<file path="src/rtl/nvm_unlock_pkg.sv">
package nvm_unlock_pkg;

    typedef enum logic [1:0] {
        KS_IDLE  = 2'd0,
        KS_FIRST = 2'd1,
        KS_ARMED = 2'd2
    } key_state_e;

    // operation codes carried in the control register field
    localparam logic [2:0] OP_ROW_ERASE   = 3'd0;
    localparam logic [2:0] OP_PROG_COMMIT = 3'd1;
    localparam logic [2:0] OP_ID_COMMIT   = 3'd2;
    localparam logic [2:0] OP_DATA_WRITE  = 3'd3;
    localparam logic [2:0] OP_CFG_WRITE   = 3'd4;
    localparam logic [2:0] OP_LAST        = OP_CFG_WRITE;

    // control register bit positions (software visible)
    localparam int CTRL_GO_BIT    = 0;
    localparam int CTRL_EN_BIT    = 1;
    localparam int CTRL_FAULT_BIT = 2;
    localparam int CTRL_OP_LSB    = 4;

    typedef struct packed {
        logic       en;
        logic       fault;
        logic [2:0] op;
    } ctrl_regs_t;

    function automatic int unsigned max_u(input int unsigned a, input int unsigned b);
        return (a > b) ? a : b;
    endfunction

endpackage

</file>
<file path="src/rtl/nvm_key_tracker.sv">
module nvm_key_tracker
    import nvm_unlock_pkg::*;
#(
    parameter logic [7:0] KEY_FIRST  = 8'h55,
    parameter logic [7:0] KEY_SECOND = 8'hAA
) (
    input  logic       clk,
    input  logic       rst_n,
    input  logic       key_wr,
    input  logic [7:0] key_data,
    input  logic       busy,
    output logic       armed
);

    key_state_e state_d, state_q;

    always_comb begin
        state_d = KS_IDLE;
        if (!busy && key_wr) begin
            if (key_data == KEY_FIRST) begin
                state_d = KS_FIRST;
            end else if (key_data == KEY_SECOND && state_q == KS_FIRST) begin
                state_d = KS_ARMED;
            end
        end
    end

    always_ff @(posedge clk or negedge rst_n) begin
        if (!rst_n) begin
            state_q <= KS_IDLE;
        end else begin
            state_q <= state_d;
        end
    end

    assign armed = (state_q == KS_ARMED);

endmodule

</file>
<file path="src/rtl/nvm_busy_timer.sv">
module nvm_busy_timer #(
    parameter int CNT_W = 5
) (
    input  logic             clk,
    input  logic             rst_n,
    input  logic             start,
    input  logic [CNT_W-1:0] load_val,
    output logic             busy,
    output logic             done
);

    typedef struct packed {
        logic             busy;
        logic             done;
        logic [CNT_W-1:0] cnt;
    } timer_t;

    timer_t tmr_d, tmr_q;

    always_comb begin
        tmr_d      = tmr_q;
        tmr_d.done = 1'b0;
        if (tmr_q.busy) begin
            if (tmr_q.cnt == '0) begin
                tmr_d.busy = 1'b0;
                tmr_d.done = 1'b1;
            end else begin
                tmr_d.cnt = tmr_q.cnt - 1'b1;
            end
        end else if (start) begin
            tmr_d.busy = 1'b1;
            tmr_d.cnt  = load_val;
        end
    end

    always_ff @(posedge clk or negedge rst_n) begin
        if (!rst_n) begin
            tmr_q <= '0;
        end else begin
            tmr_q <= tmr_d;
        end
    end

    assign busy = tmr_q.busy;
    assign done = tmr_q.done;

endmodule

</file>
<file path="src/rtl/nvm_unlock_guard.sv">
module nvm_unlock_guard
    import nvm_unlock_pkg::*;
#(
    parameter int          ADDR_W         = 4,
    parameter int          CTRL_ADDR      = 0,
    parameter int          KEY_ADDR       = 1,
    parameter logic [7:0]  KEY_FIRST      = 8'h55,
    parameter logic [7:0]  KEY_SECOND     = 8'hAA,
    parameter int unsigned DUR_ROW_ERASE  = 24,
    parameter int unsigned DUR_PROG       = 16,
    parameter int unsigned DUR_ID         = 12,
    parameter int unsigned DUR_DATA       = 20,
    parameter int unsigned DUR_CFG        = 10
) (
    input  logic              clk,
    input  logic              rst_n,
    input  logic              bus_valid,
    input  logic              bus_we,
    input  logic [ADDR_W-1:0] bus_addr,
    input  logic [7:0]        bus_wdata,
    output logic [7:0]        bus_rdata,
    output logic              stall_o,
    output logic              done_o,
    output logic [2:0]        op_o
);

    localparam int unsigned DUR_MAX = max_u(max_u(max_u(DUR_ROW_ERASE, DUR_PROG),
                                                  max_u(DUR_ID, DUR_DATA)), DUR_CFG);
    localparam int CNT_W = (DUR_MAX > 1) ? $clog2(DUR_MAX) : 1;

    ctrl_regs_t regs_d, regs_q;

    logic             key_wr, ctrl_wr;
    logic             armed, busy, done;
    logic             go_req, op_ok, accept, reject;
    logic [2:0]       op_field;
    logic [CNT_W-1:0] load_val;

    assign key_wr  = bus_valid && bus_we && (bus_addr == ADDR_W'(KEY_ADDR));
    assign ctrl_wr = bus_valid && bus_we && (bus_addr == ADDR_W'(CTRL_ADDR));

    nvm_key_tracker #(
        .KEY_FIRST (KEY_FIRST),
        .KEY_SECOND(KEY_SECOND)
    ) u_tracker (
        .clk     (clk),
        .rst_n   (rst_n),
        .key_wr  (key_wr),
        .key_data(bus_wdata),
        .busy    (busy),
        .armed   (armed)
    );

    // start decision and register update
    always_comb begin
        regs_d   = regs_q;
        go_req   = ctrl_wr && bus_wdata[CTRL_GO_BIT];
        op_field = bus_wdata[CTRL_OP_LSB +: 3];
        op_ok    = (op_field <= OP_LAST);
        accept   = go_req && armed && regs_q.en && !busy && op_ok;
        reject   = go_req && !accept;
        if (ctrl_wr) begin
            regs_d.en = bus_wdata[CTRL_EN_BIT];
            if (!busy) begin
                regs_d.op = op_field;
            end
        end
        if (reject) begin
            regs_d.fault = 1'b1;
        end else if (ctrl_wr && bus_wdata[CTRL_FAULT_BIT]) begin
            regs_d.fault = 1'b0;
        end
    end

    always_ff @(posedge clk or negedge rst_n) begin
        if (!rst_n) begin
            regs_q <= '0;
        end else begin
            regs_q <= regs_d;
        end
    end

    // per-operation run length, minus one for the down-counter
    always_comb begin
        case (op_field)
            OP_ROW_ERASE:   load_val = CNT_W'(DUR_ROW_ERASE - 1);
            OP_PROG_COMMIT: load_val = CNT_W'(DUR_PROG - 1);
            OP_ID_COMMIT:   load_val = CNT_W'(DUR_ID - 1);
            OP_DATA_WRITE:  load_val = CNT_W'(DUR_DATA - 1);
            default:        load_val = CNT_W'(DUR_CFG - 1);
        endcase
    end

    nvm_busy_timer #(
        .CNT_W(CNT_W)
    ) u_timer (
        .clk     (clk),
        .rst_n   (rst_n),
        .start   (accept),
        .load_val(load_val),
        .busy    (busy),
        .done    (done)
    );

    always_comb begin
        bus_rdata = 8'h00;
        if (bus_addr == ADDR_W'(CTRL_ADDR)) begin
            bus_rdata[CTRL_GO_BIT]            = busy;
            bus_rdata[CTRL_EN_BIT]            = regs_q.en;
            bus_rdata[CTRL_FAULT_BIT]         = regs_q.fault;
            bus_rdata[CTRL_OP_LSB +: 3]       = regs_q.op;
        end
    end

    assign stall_o = busy;
    assign done_o  = done;
    assign op_o    = regs_q.op;

endmodule

</file>
<file path="config.mk">
export PLATFORM = sky130hd
export DESIGN_NAME = nvm_unlock_guard
export DESIGN_NICKNAME = d
export VERILOG_FILES = /design/src/rtl/nvm_unlock_pkg.sv /design/src/rtl/nvm_key_tracker.sv /design/src/rtl/nvm_busy_timer.sv /design/src/rtl/nvm_unlock_guard.sv
export SDC_FILE = /design/constraint.sdc
export NUM_CORES = 1
export LEC_CHECK = 0
export BUFFER_PORTS_ARGS = -buffer_cell sky130_fd_sc_hd__buf_2
export CORE_UTILIZATION = 45
export CTS_CLUSTER_SIZE = 16
export DETAILED_ROUTE_END_ITERATION = 6
export PLACE_DENSITY = 0.72
export SLEW_MARGIN = 20
export SYNTH_ARGS = -nofsm -noshare
export SYNTH_HDL_FRONTEND = slang
export SYNTH_SLANG_ARGS = --single-unit
</file>
<file path="constraint.sdc">
create_clock -name clk -period 2.55 [get_ports clk]
set_input_delay 0.3825 -clock clk [delete_from_list [all_inputs] [get_ports clk]]
set_output_delay 0.3825 -clock clk [all_outputs]
set_load 0.01 [all_outputs]
</file>
Yosys cells after proc, flatten, opt, wreduce, memory -nomap -nowiden
Cells that the tools add are included.

Shift-type cells: 0. Magnitude comparators: 1. Bitwise gates (word level): 1. Add/sub/neg operators: 1. Mux-type cells: 15. Divide/modulo/power cells: 0. Equality and inequality tests: 9. Reduce and logical (&&, ||, !) cells: 21. Multiply operators: 0.

Operators with widths (count): 5-bit case mux with 4 select lines (1); 5-bit two-way mux (3); 1-bit logical AND (12); 8-bit by 7-bit == test with 1-bit output, second input constant (1); 8-bit == test, second input constant (1); 2-bit two-way mux (4); 3-bit by 2-bit == test with 1-bit output, second input constant (2); 3-bit two-way mux (2); 5-bit logical NOT (1); 1-bit two-way mux (5); 5-bit by 1-bit subtractor with 5-bit output, second input constant (1); 4-bit by 1-bit == test with 1-bit output, second input constant (1); 4-bit logical NOT (1); 2-bit AND reduction (2); 2-bit nonzero test (2); 3-bit by 1-bit == test with 1-bit output, second input constant (1); 3-bit <= comparator, second input constant (1); 3-bit logical NOT (1); 2-bit by 1-bit == test with 1-bit output, second input constant (1); 2-bit == test, second input constant (1); 1-bit logical NOT (2); 2-bit != test, second input constant (1); 1-bit inverter (1).

Logic and storage cells: 55. Memory bits (writable): 0. ROM bits: 0. Bits in latches: 0. Bits of input ports: 16. Memories: 0. Output and inout port bits: 13. Register bits: 14.

Longest topological paths before layout
Depth in word-level cells: 10. Gate-level depth with buffers: 6. Mapped depth without buffers: 6.

Cells and area by module
From an unflattened synthesis, not the netlist that was laid out.

Cells, all modules: 88. Area total of the unflattened synthesis: 918.4 um^2.

By module, submodules not included: nvm_unlock_guard (area each 399.1 um^2, sequential area each 125.1 um^2, times used 1, cells each 40); nvm_busy_timer (area each 396.6 um^2, sequential area each 175.2 um^2, times used 1, cells each 38); nvm_key_tracker (area each 122.6 um^2, sequential area each 50.0 um^2, times used 1, cells each 10).

Worst setup path after synthesis
Ideal clock, no wire load.

Path kind: input-to-reg. From: input port bus_addr[1]. To: register u_timer.tmr_q[0] in the netlist's numbering. Buffers on the path: 0. Slack: 1.012 ns. Library setup time: 0.128 ns. Required time: 2.422 ns. Cell stages on the path: 4. Arrival: 1.410 ns. Cells stage by stage: nor4_4 nand4_2 o21ai_2 mux2_1.

Cells in the longest elaborated chain, start to end: 9.

Ends and longest elaborated chain: from (decl) (line nvm_unlock_guard.sv:19) `input logic [ADDR_W-1:0] bus_addr,`; 4-bit logical NOT (line nvm_unlock_guard.sv:40) `assign ctrl_wr = bus_valid && bus_we && (bus_addr == ADDR_W'(CTRL_ADDR));`; 1-bit logical AND (line nvm_unlock_guard.sv:40); 1-bit logical AND (line nvm_unlock_guard.sv:57) `go_req = ctrl_wr && bus_wdata[CTRL_GO_BIT];`; 1-bit logical AND (4 in a row) (line nvm_unlock_guard.sv:60) `accept = go_req && armed && regs_q.en && !busy && op_ok;`; 2-bit nonzero test (no source line); 2-bit AND reduction (no source line); to (signal assigned) (line nvm_busy_timer.sv:40) `tmr_q <= tmr_d;`; to (decl) (line nvm_busy_timer.sv:18) `timer_t tmr_d, tmr_q;`.

No other way between the ends. A chain may end at the register's enable or synchronous reset.

Final worst setup path
From: input port bus_addr[1]. To: output port bus_rdata[1].

Cells in the longest elaborated chain, start to end: 2.

Ends and longest elaborated chain: 4-bit logical NOT (line nvm_unlock_guard.sv:107) `if (bus_addr == ADDR_W'(CTRL_ADDR)) begin`; 3-bit two-way mux (line nvm_unlock_guard.sv:107); to (decl) (line nvm_unlock_guard.sv:21) `output logic [7:0] bus_rdata,`.

No other way between the ends.

==> impl_metrics.env <==
export IMPL_postSynthCellCount=80
export IMPL_timing_final_hold_violations=0
export IMPL_final_count_of_negative_setup_slack_endpoints=0
export IMPL_track_usage=0.1891
export IMPL_fp_dieArea_um2=2115
export IMPL_yosysWarningCount=0
export IMPL_cts_sink_count=14
export IMPL_fill_cells=164
export IMPL_cts_root_buf="clkbuf_4"
export IMPL_clock_path_buffers=2
export IMPL_final_ant_viol_nets=0
export IMPL_drv_max_cap_violation_count=0
export IMPL_syn2layout_area_growth_pct=19.97
export IMPL_avgViaCountPerCell=5.280
export IMPL_crit_path_arrival_time_ns=1.34
export IMPL_most_repeated_cell_in_the_gate_level_netlist_after_synthesis="dfrtp_1"
export IMPL_ctsHtreeMaxLevel=1
export IMPL_p_leak_nw=0.5104
export IMPL_clk_pin_slew_worst_paths_ns=0.08
export IMPL_final_layout_size_suffix_gt1_frac=0.4766
export IMPL_ctsResizeCount=0
export IMPL_synth_seq_area_share=0.4023
export IMPL_grt_setup_unrepaired="no"
export IMPL_drt_pass1_iter_count=5
export IMPL_max_clock_freq_mhz=579.2
export IMPL_grt_remaining_overflow=0
export IMPL_fin_total_pwr_mw=0.7462
export IMPL_synth_area_per_cell_um2=10.89
export IMPL_place_detailed_hpwl_mm=1.343
export IMPL_cts_hold_buffers_added=1
export IMPL_route_detailed_wl_per_inst_um=12.99
export IMPL_diodes=0
export IMPL_floorplan_initialDensity=0.4936
export IMPL_ys_seq_elements=14
export IMPL_cts_tree="yes"
export IMPL_io_buffers=26
export IMPL_initialDrtViolationCount=14
export IMPL_clock_skew_final_ns=0.0004092
export IMPL_netlist_top_cells_area="dfrtp_1 (40%), and2_2 (6.9%), mux2_2 (6.5%)"
export IMPL_hold_path_class="input pin to flop"
export IMPL_critPathKind="input pin to output port"
export IMPL_critical_path_startpoint_type="input pin"
export IMPL_clk_latency_ns=0.28
export IMPL_critPathCaptureType="output port"
export IMPL_post_synth_most_frequent_cells="dfrtp_1 (14), and2_2 (8)"
export IMPL_die_width_um=45.99
export IMPL_critPathMaxFanout=10
export IMPL_synth_edf_count=0
export IMPL_synth_async_reset_ratio=1.000
export IMPL_place_congestion=0.7956
export IMPL_pwr_density_cell_nw_per_um2=714.2
export IMPL_finish_utilization=0.5922
export IMPL_final_min_clock_period_ns=1.727
export IMPL_post_route_drc_count=0
export IMPL_setup_total_negative_slack_ns=0
export IMPL_number_of_global_route_vias_before_repair=665
export IMPL_buffers_inserted_during_post_cts_setup_optimization=0
export IMPL_core_rowCount=15
export IMPL_layout_worst_path_cycle_share=0.6771
export IMPL_die_height_um=45.99
export IMPL_nNetsFinal=126
export IMPL_ioPinCount=29
export IMPL_synthDistinctLibCells=33
export IMPL_netlist_area_um2=870.8
export IMPL_via_count_of_the_routed_design=697
export IMPL_route_final_wire_length_mm=1.715
export IMPL_synth_ff_type="dfrtp_1"
export IMPL_first_pass_grt_wire_length_mm=2.794
export IMPL_worst_ir_drop_on_vdd_mv=0.3845
export IMPL_synth_top_cell_by_area="dfrtp_1"
export IMPL_timing_final_max_slew_violations=0
export IMPL_number_of_buffers_added_by_the_clock_tree_synthesis_step=3
export IMPL_result_of_the_run="complete, no violations"
export IMPL_yosysTopAreaCellShare=0.4023
export IMPL_initial_antenna_violation_count=0
export IMPL_worst_ep_required_time_ns=2.17
export IMPL_core_area_um2=1764
export IMPL_pin_count_of_the_biggest_net_entering_global_routing=15
-- worst max-delay path: stages --
cell and delay [ns]:
buf_2 0.12, nor4_4 0.49, and2_2 0.22, buf_2 0.12
-- layout by cell type, fill, tap and decap left out --
| cell | netlist | final |
|---|---|---|
| nor2_1 | 3 | 3 |
| inv_1 | 2 | 2 |
| a32o_1 | 1 | 1 |
| nand3_1 | 5 | 5 |
| and2_2 | 8 | 8 |
| clkbuf_8 | 0 | 1 |
| conb_1 | 1 | 2 |
| and3_2 | 1 | 1 |
| inv_2 | 1 | 1 |
| nor4_4 | 1 | 1 |
| xor2_1 | 2 | 2 |
| nor4bb_1 | 1 | 1 |
| buf_2 | 0 | 26 |
| o221a_2 | 1 | 1 |
| o21ai_0 | 1 | 1 |
| ha_1 | 2 | 2 |
| nor3_1 | 3 | 3 |
| nor4b_4 | 1 | 1 |
| nand4_2 | 1 | 1 |
| nand4_1 | 3 | 3 |
| o21ai_2 | 1 | 1 |
| nand2_1 | 5 | 5 |
| mux2_2 | 5 | 5 |
| clkbuf_4 | 0 | 3 |
| a211o_1 | 1 | 1 |
| dfrtp_1 | 14 | 14 |
| and3_1 | 1 | 1 |
| and2_1 | 1 | 1 |
| dlygate4sd3_1 | 0 | 1 |
| mux2_1 | 2 | 2 |
| mux2i_1 | 1 | 1 |
| and4bb_4 | 1 | 1 |
| nand4bb_1 | 1 | 1 |
| or3_1 | 2 | 2 |
| nor3b_1 | 1 | 1 |
| nor4b_1 | 1 | 1 |
-- through the flow --
step                      hold slack, ns  area, um2  instances  setup slack [ns]
after floorplan                  0.08691      874.6         81             1.012
after global placement            0.2930      998.5        127            0.7638
after detailed placement          0.2945      998.5        127            0.6781
after CTS                         0.3337       1045        132            0.8350
after global routing              0.3523       1045        132            0.7555
final                             0.3359       1045        132            0.8233
-- worst paths after layout --
path / from / endpoint / slack (ns) / depth (start not counted)
worst max-delay path: bus_addr[1] / bus_rdata[1] / 0.82 / 4
worst min-delay path: bus_wdata[3] / u_tracker.state_q[1] / 0.34 / 3
worst max register to register: u_timer.busy / u_timer.tmr_q[0] / 0.90 / 4
worst min register to register: regs_q[3] / regs_q[3] / 0.50 / 1
max in group asynchronous: rst_n / op_o[1] / 1.79 / 2
min in group asynchronous: rst_n / u_timer.tmr_q[0] / 0.52 / 2
-- report_power, final --
part | internal, mW | switching (mW) | total [mW]
combinational | 0.122 | 0.113 | 0.235
clock | 0.0868 | 0.0727 | 0.160
sequential | 0.280 | 0.0716 | 0.352
total | 0.489 | 0.257 | 0.746
-- layout make-up --
class / count / area (um2) / area share
multi-input cells: 59 / 475.5 / 0.4551
clock buffers: 4 / 36.28 / 0.03473
repair buffers: 27 / 140.1 / 0.1341
flip-flops and latches: 14 / 350.3 / 0.3353
well taps: 25 / 31.28 / 0.02994
inverters: 3 / 11.26 / 0.01078
-- state kept, by name, indices dropped and copies added (netlist names) --
register / count
u_timer.done: 1
u_tracker.state_q: 2
u_timer.tmr_q: 5
u_timer.busy: 1
op_o: 3
regs_q: 2
-- routing by layer --
metal,vias up,global-route usage,wire length [um]
li1,339,-,-
met1,337,0.2401,788
met2,17,0.3070,857
met3,4,0.02381,43
met4,0,0.1059,26
met5,-,0,0
-- cells by family after synthesis --
kind of cell    count (synthesis)  share of synthesized area
compound gates                  5                    0.05029
xor+xnor                        2                    0.02012
fa+ha+maj                       2                    0.02873
buf+inv                         8                    0.05604
flops                          14                     0.4023
mux                             8                     0.1020
other cells                     1                   0.004306
simple gates                   40                     0.3362
(Power assumes the default switching activity.)
